**config.mk**
```make
export PLATFORM = sky130hd
export DESIGN_NAME = tamper_zeroize_ctrl
export DESIGN_NICKNAME = d
export VERILOG_FILES = /design/src/rtl/tzc_pkg.sv /design/src/rtl/tzc_sync_latch.sv /design/src/rtl/tzc_trigger_bank.sv /design/src/rtl/tzc_zero_seq.sv /design/src/rtl/tamper_zeroize_ctrl.sv
export SDC_FILE = /design/constraint.sdc
export NUM_CORES = 1
export LEC_CHECK = 0
export BUFFER_PORTS_ARGS = -buffer_cell sky130_fd_sc_hd__clkbuf_2
export CORE_UTILIZATION = 51
export CTS_BUF_LIST = sky130_fd_sc_hd__clkbuf_4
export CTS_CLUSTER_DIAMETER = 100
export DETAILED_ROUTE_END_ITERATION = 7
export GPL_TIMING_DRIVEN = 1
export HOLD_SLACK_MARGIN = 0.08
export PLACE_DENSITY = 0.82
export SLEW_MARGIN = 20
export SYNTH_ARGS = -nofsm -noshare
export SYNTH_HDL_FRONTEND = slang
export SYNTH_HIERARCHICAL = 1
export SYNTH_SLANG_ARGS = --single-unit
```
**constraint.sdc**
```tcl
create_clock -name clk -period 2.5 [get_ports clk]
set_input_delay 0.375 -clock clk [delete_from_list [all_inputs] [get_ports clk]]
set_output_delay 0.375 -clock clk [all_outputs]
set_load 0.02 [all_outputs]
```
**src/rtl/tzc_pkg.sv**
```systemverilog
package tzc_pkg;
  localparam int STAT_W    = 16;
  localparam int BIT_SHLD  = 0;
  localparam int BIT_INTEG = 1;
  localparam int BIT_SDI_D = 2;
  localparam int BIT_SDI_I = 3;
  localparam int BIT_SENS0 = 4;

  typedef enum logic [2:0] {
    ST_IDLE,
    ST_KEYS,
    ST_BUS,
    ST_MEM,
    ST_LOCK
  } tzc_state_e;
endpackage

```
**src/rtl/tzc_sync_latch.sv**
```systemverilog
module tzc_sync_latch #(
  parameter bit STICKY = 1'b1
) (
  input  logic clk,
  input  logic rst_n,
  input  logic clr,
  input  logic din,
  input  logic en,
  input  logic w1c,
  output logic q
);
  logic meta_q, sync_q;

  always_ff @(posedge clk or negedge rst_n) begin
    if (!rst_n) begin
      meta_q <= 1'b0;
      sync_q <= 1'b0;
    end else begin
      meta_q <= din;
      sync_q <= meta_q;
    end
  end

  always_ff @(posedge clk or negedge rst_n) begin
    if (!rst_n)                q <= 1'b0;
    else if (clr)              q <= 1'b0;
    else if (sync_q && en)     q <= 1'b1;
    else if (w1c && !STICKY)   q <= 1'b0;
  end

  generate
    if (STICKY) begin : g_sticky_chk
      a_r8_latch_sticky: assert property (@(posedge clk) disable iff (!rst_n)
        (q && !clr) |=> q)
        else $error("destructive latch dropped without battery clear");
    end
  endgenerate
endmodule

```
**src/rtl/tzc_trigger_bank.sv**
```systemverilog
module tzc_trigger_bank
  import tzc_pkg::*;
#(
  parameter int NUM_SENSORS = 4
) (
  input  logic                   clk,
  input  logic                   rst_n,
  input  logic                   clr,
  input  logic [NUM_SENSORS-1:0] sensor_alarm,
  input  logic                   shield_breach,
  input  logic                   integ_mismatch,
  input  logic                   integ_chk_en,
  input  logic                   sdi_destruct,
  input  logic                   sdi_irq,
  input  logic                   wr_en,
  input  logic [STAT_W-1:0]      wr_data,
  output logic [STAT_W-1:0]      status,
  output logic                   destr_any,
  output logic                   irq
);
  localparam int NSRC = BIT_SENS0 + NUM_SENSORS;

  logic [NSRC-1:0] src_in, src_en, lat, lat_destr;
  logic            wr_hi_unused;

  always_comb begin
    src_in = '0;
    src_in[BIT_SHLD]  = shield_breach;
    src_in[BIT_INTEG] = integ_mismatch;
    src_in[BIT_SDI_D] = sdi_destruct;
    src_in[BIT_SDI_I] = sdi_irq;
    src_in[NSRC-1:BIT_SENS0] = sensor_alarm;
    src_en = '1;
    src_en[BIT_INTEG] = integ_chk_en;
  end

  generate
    for (genvar i = 0; i < NSRC; i++) begin : g_src
      tzc_sync_latch #(.STICKY(i != BIT_SDI_I)) u_lat (
        .clk  (clk),
        .rst_n(rst_n),
        .clr  (clr),
        .din  (src_in[i]),
        .en   (src_en[i]),
        .w1c  (wr_en & wr_data[i]),
        .q    (lat[i])
      );
    end
  endgenerate

  assign wr_hi_unused = ^wr_data[STAT_W-1:NSRC];

  always_comb begin
    status = '0;
    status[NSRC-1:0] = lat;
    lat_destr = lat;
    lat_destr[BIT_SDI_I] = 1'b0;
  end

  assign destr_any = |lat_destr;
  assign irq       = lat[BIT_SDI_I];

  a_r2_reserved_zero: assert property (@(posedge clk) disable iff (!rst_n)
    status[STAT_W-1:NSRC] == '0)
    else $error("reserved status bits set");
  a_r3_integ_gated: assert property (@(posedge clk) disable iff (!rst_n)
    (!lat[BIT_INTEG] && !integ_chk_en) |=> !lat[BIT_INTEG])
    else $error("integrity bit set while checking disabled");
endmodule

```
**src/rtl/tzc_zero_seq.sv**
```systemverilog
module tzc_zero_seq
  import tzc_pkg::*;
#(
  parameter int NUM_REGIONS = 5
) (
  input  logic                   clk,
  input  logic                   rst_n,
  input  logic                   clr,
  input  logic                   trig,
  input  logic [NUM_REGIONS-1:0] done,
  output logic                   key_clr,
  output logic [NUM_REGIONS-1:0] req,
  output logic                   pwr_en,
  output logic                   collapse,
  output logic                   destr_rst
);
  localparam int              IDXW = (NUM_REGIONS > 1) ? $clog2(NUM_REGIONS) : 1;
  localparam logic [IDXW-1:0] LAST = IDXW'(NUM_REGIONS - 1);

  tzc_state_e      state;
  logic [IDXW-1:0] idx;
  logic            cur_done;

  always_comb begin
    cur_done = 1'b0;
    for (int i = 0; i < NUM_REGIONS; i++)
      if (idx == IDXW'(i)) cur_done = done[i];
  end

  always_ff @(posedge clk or negedge rst_n) begin
    if (!rst_n) begin
      state <= ST_IDLE;
      idx   <= '0;
    end else if (clr) begin
      state <= ST_IDLE;
      idx   <= '0;
    end else begin
      case (state)
        ST_IDLE: if (trig) state <= ST_KEYS;
        ST_KEYS: state <= ST_BUS;
        ST_BUS: begin
          state <= ST_MEM;
          idx   <= '0;
        end
        ST_MEM: if (cur_done) begin
          if (idx == LAST) state <= ST_LOCK;
          else             idx   <= idx + 1'b1;
        end
        ST_LOCK: state <= ST_LOCK;
        default: state <= ST_IDLE;
      endcase
    end
  end

  assign key_clr   = (state == ST_KEYS);
  assign collapse  = (state == ST_BUS) || (state == ST_MEM) || (state == ST_LOCK);
  assign pwr_en    = !collapse;
  assign destr_rst = (state == ST_LOCK);

  generate
    for (genvar r = 0; r < NUM_REGIONS; r++) begin : g_req
      assign req[r] = (state == ST_MEM) && (idx == IDXW'(r));
    end
  endgenerate

  a_r2_key_single: assert property (@(posedge clk) disable iff (!rst_n)
    key_clr |=> !key_clr)
    else $error("key clear longer than one cycle");
  a_r4_collapse_hold: assert property (@(posedge clk) disable iff (!rst_n)
    (collapse && !clr) |=> collapse)
    else $error("bus released without battery clear");
  a_r5_one_req: assert property (@(posedge clk) disable iff (!rst_n)
    $onehot0(req))
    else $error("more than one region request");
  a_r5_req_hold: assert property (@(posedge clk) disable iff (!rst_n)
    ((|(req & ~done)) && !clr) |=> $stable(req))
    else $error("region request moved before done");
  a_r6_rst_last: assert property (@(posedge clk) disable iff (!rst_n)
    $rose(destr_rst) |-> $past(req[NUM_REGIONS-1] && done[NUM_REGIONS-1]))
    else $error("reset before last region done");
  a_r9_no_restart: assert property (@(posedge clk) disable iff (!rst_n)
    (collapse && !clr) |=> !key_clr)
    else $error("sequence restarted");
endmodule

```
**src/rtl/tamper_zeroize_ctrl.sv**
```systemverilog
module tamper_zeroize_ctrl
  import tzc_pkg::*;
#(
  parameter int NUM_SENSORS = 4,
  parameter int NUM_REGIONS = 5
) (
  input  logic                   clk,
  input  logic                   rst_n,
  input  logic                   bat_clr,
  input  logic [NUM_SENSORS-1:0] sensor_alarm,
  input  logic                   shield_breach,
  input  logic                   integ_mismatch,
  input  logic                   integ_chk_en,
  input  logic                   sdi_destruct,
  input  logic                   sdi_irq,
  input  logic [NUM_REGIONS-1:0] region_clr_done,
  input  logic                   sw_wr_en,
  input  logic [15:0]            sw_wr_data,
  output logic [15:0]            status,
  output logic                   key_clr,
  output logic [NUM_REGIONS-1:0] region_clr_req,
  output logic                   ext_mem_pwr_en,
  output logic                   bus_collapse,
  output logic                   destr_rst,
  output logic                   tamper_irq
);
  logic destr_any;

  tzc_trigger_bank #(.NUM_SENSORS(NUM_SENSORS)) u_bank (
    .clk           (clk),
    .rst_n         (rst_n),
    .clr           (bat_clr),
    .sensor_alarm  (sensor_alarm),
    .shield_breach (shield_breach),
    .integ_mismatch(integ_mismatch),
    .integ_chk_en  (integ_chk_en),
    .sdi_destruct  (sdi_destruct),
    .sdi_irq       (sdi_irq),
    .wr_en         (sw_wr_en),
    .wr_data       (sw_wr_data),
    .status        (status),
    .destr_any     (destr_any),
    .irq           (tamper_irq)
  );

  tzc_zero_seq #(.NUM_REGIONS(NUM_REGIONS)) u_seq (
    .clk      (clk),
    .rst_n    (rst_n),
    .clr      (bat_clr),
    .trig     (destr_any),
    .done     (region_clr_done),
    .key_clr  (key_clr),
    .req      (region_clr_req),
    .pwr_en   (ext_mem_pwr_en),
    .collapse (bus_collapse),
    .destr_rst(destr_rst)
  );

  a_r7_irq_not_destructive: assert property (@(posedge clk) disable iff (!rst_n)
    (!destr_any && !bus_collapse) |=> !bus_collapse)
    else $error("bus collapsed without destructive source");
endmodule

```
# [Yosys cells after proc, flatten, opt, wreduce, memory -nomap -nowiden]
# Cells that the tools add are included.
[word_totals] register_bits=30 in_bits=34 out_inout_bits=26
[op_classes] add_sub_neg=1 n_eq_ne=12 mux=31 n_bitwise=1 n_reduce_logical=23
[op_table] cell="2-to-1 mux 1 bit" count=22
[op_table] cell="2-to-1 mux 3 bit" count=7
[op_table] cell="case mux 3 bit (5 select lines)" count=1
[op_table] cell="nonzero test 2 bit" count=7
[op_table] cell="equality test 3 x 2 -> 1 bit, second input constant" count=4
[op_table] cell="OR reduction 7 bit" count=1
[op_table] cell="equality test 3 x 1 -> 1 bit, second input constant" count=2
[op_table] cell="equality test 3 bit, second input constant" count=2
[op_table] cell="logical AND 1 bit" count=6
[op_table] cell="logical NOT 3 bit" count=2
[op_table] cell="!= test 3 x 2 -> 1 bit, second input constant" count=2
[op_table] cell="!= test 3 bit, second input constant" count=2
[op_table] cell="case mux 3 bit (2 select lines)" count=1
[op_table] cell="AND reduction 3 bit" count=2
[op_table] cell="nonzero test 3 bit" count=2
[op_table] cell="adder 3 x 1 -> 3 bit, second input constant" count=1
[op_table] cell="logical OR 1 bit" count=2
[op_table] cell="AND 1 bit" count=1
[op_table] cell="logical NOT 1 bit" count=1

# [Logic depth before layout (Yosys ltp)]
# Gate-level depths: netlist of the first run.
[logic_depth] depth_word=9 ltp_mapped=6 depth_no_buf=6

# [By module]
# The synthesis of the first run kept the hierarchy.
[by_module_without_submodules] module="tzc_sync_latch at u_bank.g_src[0].u_lat ..." instances=7 cells_per_inst=5 area_each_um2=83.8 seq_area_each_um2=75.1
[by_module_without_submodules] module="tzc_zero_seq" instances=1 cells_per_inst=52 area_each_um2=465.4 seq_area_each_um2=150.1
[by_module_without_submodules] module="tzc_trigger_bank" instances=1 cells_per_inst=22 area_each_um2=140.1 seq_area_each_um2=0.0
[by_module_without_submodules] module="tzc_sync_latch at u_bank.g_src[3].u_lat" instances=1 cells_per_inst=6 area_each_um2=93.8 seq_area_each_um2=75.1

# [Worst setup path after synthesis of the first run]
# Ideal clock, no wire load.
[synth_timing] kind="flip-flop to output port" start="register u_seq.state[0]" end="output ext_mem_pwr_en" arrival_ns=1.624 setup_slack_ns=0.501 path_stages_with_launch=5 path_buffers=1 path_cell_list="dfrtp_1 -> clkbuf_1 -> nor3b_1 -> or2_1 -> inv_1"
[synth_between] word_cells_on_any_way=6 classes_between="eq/ne: 3; reduce/logical: 3"
[synth_lines] element="start, declared" line_no="tzc_zero_seq.sv:20" text="tzc_state_e state;"
[synth_lines] element="start signal, assigned" line_no="tzc_zero_seq.sv:32" text="state <= ST_IDLE;"
[synth_lines] element="start signal, assigned" line_no="tzc_zero_seq.sv:35" text="state <= ST_IDLE;"
[synth_lines] element="start signal, assigned" line_no="tzc_zero_seq.sv:39" text="ST_IDLE: if (trig) state <= ST_KEYS;"
[synth_lines] element="equality test 3 bit"
[synth_lines] element="via destr_rst" line_no="tamper_zeroize_ctrl.sv:24" text="output logic destr_rst,"
[synth_lines] element="logical OR 1 bit" line_no="tzc_zero_seq.sv:56" text="assign collapse = (state == ST_BUS) || (state == ST_MEM) || (state == ST_LOCK);"
[synth_lines] element="via bus_collapse" line_no="tamper_zeroize_ctrl.sv:23" text="output logic bus_collapse,"
[synth_lines] element="logical NOT 1 bit" line_no="tzc_zero_seq.sv:57" text="assign pwr_en = !collapse;"
[synth_lines] element="end, declared" line_no="tamper_zeroize_ctrl.sv:22" text="output logic ext_mem_pwr_en,"
# The timed path passes the listed nets, and every way through them passes these cells.

# [Final worst setup path of the first run]
[layout_timing] start="register u_seq.state[1]" end="output region_clr_req[1]"
[layout_between] elab_chain_cells=2
[layout_lines] element="equality test 3 x 2 -> 1 bit" line_no="tzc_zero_seq.sv:62" text="assign req[r] = (state == ST_MEM) && (idx == IDXW'(r));"
[layout_lines] element="logical AND 1 bit" line_no="tzc_zero_seq.sv:62"
[layout_lines] element="end, declared" line_no="tamper_zeroize_ctrl.sv:21" text="output logic [NUM_REGIONS-1:0] region_clr_req,"
# No other way between the ends.

==> results.cfg, run 1 <==
[global_route]
grt_pass1_vias = 814
grtUsageTotal_pct = 19.02
grt_pass1_wl_um = 3505
antenna_found_initial = 0
gr-total-overflow = 0
grt_max_degree = 31

[worst_setup_path]
r2r-start = u_seq/idx[0]
cpMaxStageDelayCell = dfrtp_1
required_ns = 2.12
critPathTopFamily = simple AND/OR/NAND/NOR gates
worst-path-buf-inv = 1
reg2reg_setup_slack_ns = 0.70
criticalPathCategory = reg2out
crit_chain = nor2b_1 > nand2_1 > nor3b_1 > clkbuf_2
arrival_ns = 1.76
end_kind = output port
slowest_delay_ns = 0.47
worst-path-max-fanout = 8
r2r_cells = 6
cp-start-kind = flip-flop
rr_endpoint = u_seq/idx[2]

[clocking]
postCtsHoldBufs = 0
post_cts.repair.setup_buffers = 0
path_clk_slew_ns = 0.09
post_cts_resized = 0
clk_latency_ns = 0.32
h-tree-depth = 2
ctsLongestPathBuffers = 2
numCtsBuffers = 5
clkSinkCount = 30
cts-root-buf = clkbuf_4
cts_tree = built

[layout]
fillers = 198
antenna_cells = 0
syn_to_final_growth_pct = 18.53
multiInputGateArea_um2 = 435.4
final_layout_size_suffix_gt1_share_pct = 29.22
fin_nets = 192
layout_common_cells = clkbuf_2, dfrtp_1, conb_1, nor2_1, a21oi_1
final_common_cell = clkbuf_2
seq_area_um2 = 750.7

[pwr]
switching_share_pct = 27.33
combPwrFrac_pct = 13.0
clkPwrFrac_pct = 28.0
peakVddDrop_mv = 0.5197
leakage_nw = 0.7548
power_density_nw_per_um2 = 609.8
netSwitchingPower_w = 0.0002454
p_int_w = 0.0006525
pwr-share-seq_pct = 59.0

[sta]
setup_viol = 0
hold_violations = 0
fin_crit_ns = 2.134
rsz0062_at_grt = false
post-route-period-util_pct = 85.34
drv_slew = 0
tns_ns = 0
fmax_ghz = 0.4687
whs_ns = 0.08745
worstMarginPinSlew_ns = 0.7033
setup_ws_ns = 0.3664
final.setup_skew_ns = 0.01110
maxSlewHeadroom_pct = 53.11

[route]
viasPerCell = 4.802
antenna_left = 0
drc = 0
wl_um = 2063
vias = 874
firstDrtPassIters = 4
first_iter_violations = 8
wire_per_inst_um = 11.34

[logic_synthesis]
netlist_area_um2 = 1242
synth_cells = 108
syn_avg_cell_area_um2 = 11.50
synth_warnings = 6

[place]
portBuffers = 36
dpl.hpwl_um = 1509
gp_congestion = 0.7081
post-place-ws_ns = 0.7030

[floorplan]
io_pins = 60
row_count = 17
die_area_um2 = 2637
die_width_um = 51.36
start_util_pct = 55.11
die_h_um = 51.36
core_area_um2 = 2255

[flow_run]
drv_cap = 0

[status]
status = finished, final reports clean

[min_path]
hold_class = in2async
-- sequential cells by signal, summed over array words and instances, names as in the netlist --
signal	flops
u_bank/g_src.u_lat/meta_q	8
u_bank/g_src.u_lat/q	8
u_bank/g_src.u_lat/sync_q	8
u_seq/idx	3
u_seq/state	3
-- worst max-delay path by stage --
stage,start,endpoint,slack (ns),cells after the start
after floorplan,u_seq/state[0],ext_mem_pwr_en,0.50,4
after global placement,u_seq/idx[0],u_seq/idx[1],0.78,6
after detailed placement,u_seq/idx[0],u_seq/idx[0],0.70,6
after CTS,u_seq/state[1],region_clr_req[2],0.36,4
after global routing,u_seq/state[1],region_clr_req[2],0.17,4
final,u_seq/state[1],region_clr_req[1],0.37,4
-- per-layer routing --
layer / share of wire, % / up-vias / global-route usage (%)
met5: 0 / - / 0
li1: - / 429 / -
met4: 1.1 / 0 / 8.108
met2: 49 / 43 / 31.36
met1: 41 / 397 / 21.60
met3: 9.2 / 5 / 8.036
-- through the flow --
step / instance area (µm²) / total power, W / utilization, % / instances
floorplan: 1291 / 0.0006175 / - / 121
CTS: 1473 / 0.0009116 / 65.32 / 182
detailed placement: 1424 / 0.0006570 / 63.15 / 174
global route: 1473 / 0.0009479 / 65.32 / 182
finish: 1473 / 0.0008980 / 65.32 / 182
global placement: 1424 / 0.0006512 / 63.15 / 174
-- power groups by stage --
stage / clock network, W / logic, W / registers (W)
finish: 0.000252 / 0.000117 / 0.000530
global route: 0.000283 / 0.000131 / 0.000534
floorplan: 0 / 0.0000752 / 0.000542
CTS: 0.000264 / 0.000118 / 0.000529
global placement: 0 / 0.000114 / 0.000537
detailed placement: 0 / 0.000118 / 0.000539
-- layout make-up --
class                      instances  area share [%]
timing repair buffer              36           12.23
tap                               28           2.379
clock buffer                       5           2.549
sequential                        30           50.98
clock inverter                     3          0.7647
multi-input combinational         74           29.57
inverter                           6           1.529
Power figures use the tool's default switching activity.
==> run 2: changes to the inputs <==
--- a/config.mk
+++ b/config.mk
@@ -12,9 +12,9 @@
 export DETAILED_ROUTE_END_ITERATION = 7
 export GPL_TIMING_DRIVEN = 1
 export HOLD_SLACK_MARGIN = 0.08
-export PLACE_DENSITY = 0.82
+export PLACE_DENSITY = 0.83
+export REMOVE_ABC_BUFFERS = 1
 export SLEW_MARGIN = 20
 export SYNTH_ARGS = -nofsm -noshare
 export SYNTH_HDL_FRONTEND = slang
-export SYNTH_HIERARCHICAL = 1
 export SYNTH_SLANG_ARGS = --single-unit
==> run 2 against run 1 <==
Count of clock-buffer cells in the layout did not move. Maximum frequency rose by 6.2%. Register-to-register slack got worse by 0.21 ns. Clock power fell by 9.5%. Worst setup slack improved by 0.13 ns. Sequential share of layout area rose by 1.4 points. Non-clock buffer count did not move. Critical endpoint is now u_seq.idx[2]. Critical path type is now reg2reg. Sequential cell count did not move. Highest routed layer unchanged.
==> results.cfg, run 2 <==
[clocking]
cts-root-buf = clkbuf_4
h-tree-depth = 2
numCtsBuffers = 5
postCtsHoldBufs = 0
ctsLongestPathBuffers = 2
post_cts_resized = 0
cts_tree = built
path_clk_slew_ns = 0.08
clk_latency_ns = 0.31
post_cts.repair.setup_buffers = 0
clkSinkCount = 30

[place]
dp.cells = 167
portBuffers = 36
gp_congestion = 0.7406
dpl.hpwl_um = 1512

[route]
wire_per_inst_um = 11.02
firstDrtPassIters = 4
wl_um = 1906
drc = 0
viasPerCell = 4.977
first_iter_violations = 12
antenna_left = 0
vias = 861

[global_route]
grtUsageTotal_pct = 17.23
grt_pass1_wl_um = 3194
grt_pass1_vias = 811
gr-total-overflow = 0
grt_max_degree = 31
antenna_found_initial = 0

[min_path]
hold_class = in2async

[logic_synthesis]
synth.distinct_cells = 26
synth_most_common_cell = dfrtp_1
synth_cells = 113
netlist_area_um2 = 1275
ys_seq_area_share_pct = 58.88
async_reset_ff_share_pct = 100.0
synth_warnings = 0
synth_flop_cell = dfrtp_1
synth_edf_count = 0
ys_ff_latch = 30
synth_common_cells = dfrtp_1, nor2_1, buf_4, nand2_1
yosys.area.top_type = dfrtp_1
syn_avg_cell_area_um2 = 11.28
synthTopCellsByArea = dfrtp_1, buf_4, nor2_1, ha_1, a21oi_1
yosysTopAreaCellShare_pct = 58.88

[floorplan]
die_area_um2 = 2704
die_width_um = 52
start_util_pct = 56.02
io_pins = 60
row_count = 17
die_h_um = 52
core_area_um2 = 2276

[sta]
fin_crit_ns = 2.008
drv_slew = 0
fmax_ghz = 0.4980
tns_ns = 0
final.setup_skew_ns = 0.003244
rsz0062_at_grt = false
hold_violations = 0
worstMarginPinSlew_ns = 0.6924
post-route-period-util_pct = 80.33
maxSlewHeadroom_pct = 53.84
setup_viol = 0

[layout]
layout_common_cells = clkbuf_2, dfrtp_1, nor2_1, conb_1, nand2_1
fin_nets = 185
final_common_cell = clkbuf_2
syn_to_final_growth_pct = 12.46
antenna_cells = 0
final_layout_size_suffix_gt1_share_pct = 33.10
top_regs = u_bank.g_src.u_lat.meta_q: 8 flops, u_bank.g_src.u_lat.q: 8 flops, u_bank.g_src.u_lat.sync_q: 8 flops
final_cells = 173

[worst_setup_path]
reg2reg_setup_slack_ns = 0.49
cp-start-kind = flip-flop
required_ns = 2.70
rr_endpoint = u_seq.idx[2]
arrival_ns = 2.21
worst-path-max-fanout = 5
r2r-start = u_seq.idx[0]
end_kind = flip-flop
criticalPathCategory = reg2reg
r2r_cells = 6

[pwr]
power_density_nw_per_um2 = 654.2
leakage_nw = 0.7521
peakVddDrop_mv = 0.4302

[status]
status = finished, final reports clean

[flow_run]
drv_cap = 0
-- run 2: cell families after synthesis --
family / Yosys count / share of synthesized area (%)
DFF: 30 / 58.88
muxes: 3 / 2.551
AOI/OAI and AO/OA: 11 / 6.772
and+or+nand+nor: 42 / 15.70
other: 1 / 0.2941
buffers and inverters: 21 / 10.89
adders and majority gates: 5 / 4.907
-- run 2: layout make-up --
class	count	area (µm²)
fillers	188	842.1
well taps	28	35.03
flip-flops and latches	30	750.7
multi-input cells	69	411.6
inverters	4	15.01
repair buffers	36	180.2
clock buffers	5	37.54
clock inverters	1	3.754
-- run 2: per-stage QoR --
stage	total power [W]	hold WS [ns]	setup WS, ns	area [µm²]	util, %
6_report	0.0009380	0.09571	0.4919	1434	63.00
5_1_grt	0.0009899	0.1451	0.3729	1434	63.00
4_1_cts	0.0009587	0.09504	0.4746	1434	63.00
3_5_place_dp	0.0007219	0.3362	0.4834	1393	61.19
3_3_place_gp	0.0007141	0.3315	0.5475	1393	61.19
2_1_floorplan	0.0006553	0.07941	0.6135	1177	-
-- run 2: how the worst max path moves through the flow --
stage / from / end / cells past startpoint
6_report: u_seq.idx[0] / u_seq.idx[2] / 6
4_1_cts: u_seq.idx[0] / u_seq.idx[2] / 6
2_1_floorplan: u_seq.idx[0] / u_seq.idx[0] / 5
5_1_grt: u_seq.idx[0] / u_seq.idx[0] / 6
3_3_place_gp: u_seq.idx[0] / u_seq.idx[2] / 5
3_5_place_dp: u_seq.idx[0] / u_seq.idx[2] / 6
-- run 2: worst max-delay path, stage by stage (launching register included) --
cell      delay [ns]
dfrtp_1         0.43
inv_1           0.09
ha_1            0.24
nand3b_1        0.10
a2111o_1        0.39
a41oi_2         0.29
mux2_2          0.37
-- run 2: report_power, final --
group          internal (W)  leakage [nW]  switching [W]
sequential         0.000516         0.368      0.0000253
clock             0.0000956        0.0246       0.000133
combinational     0.0000633         0.359       0.000105
-- run 2: layer usage --
metal | vias up | GRT usage, % | share of wire (%)
met1 | 402 | 16.27 | 36
met3 | 8 | 4.971 | 7.6
met2 | 37 | 31.20 | 53
met5 | - | 0 | 0
met4 | 0 | 12.16 | 2.8
li1 | 414 | - | -
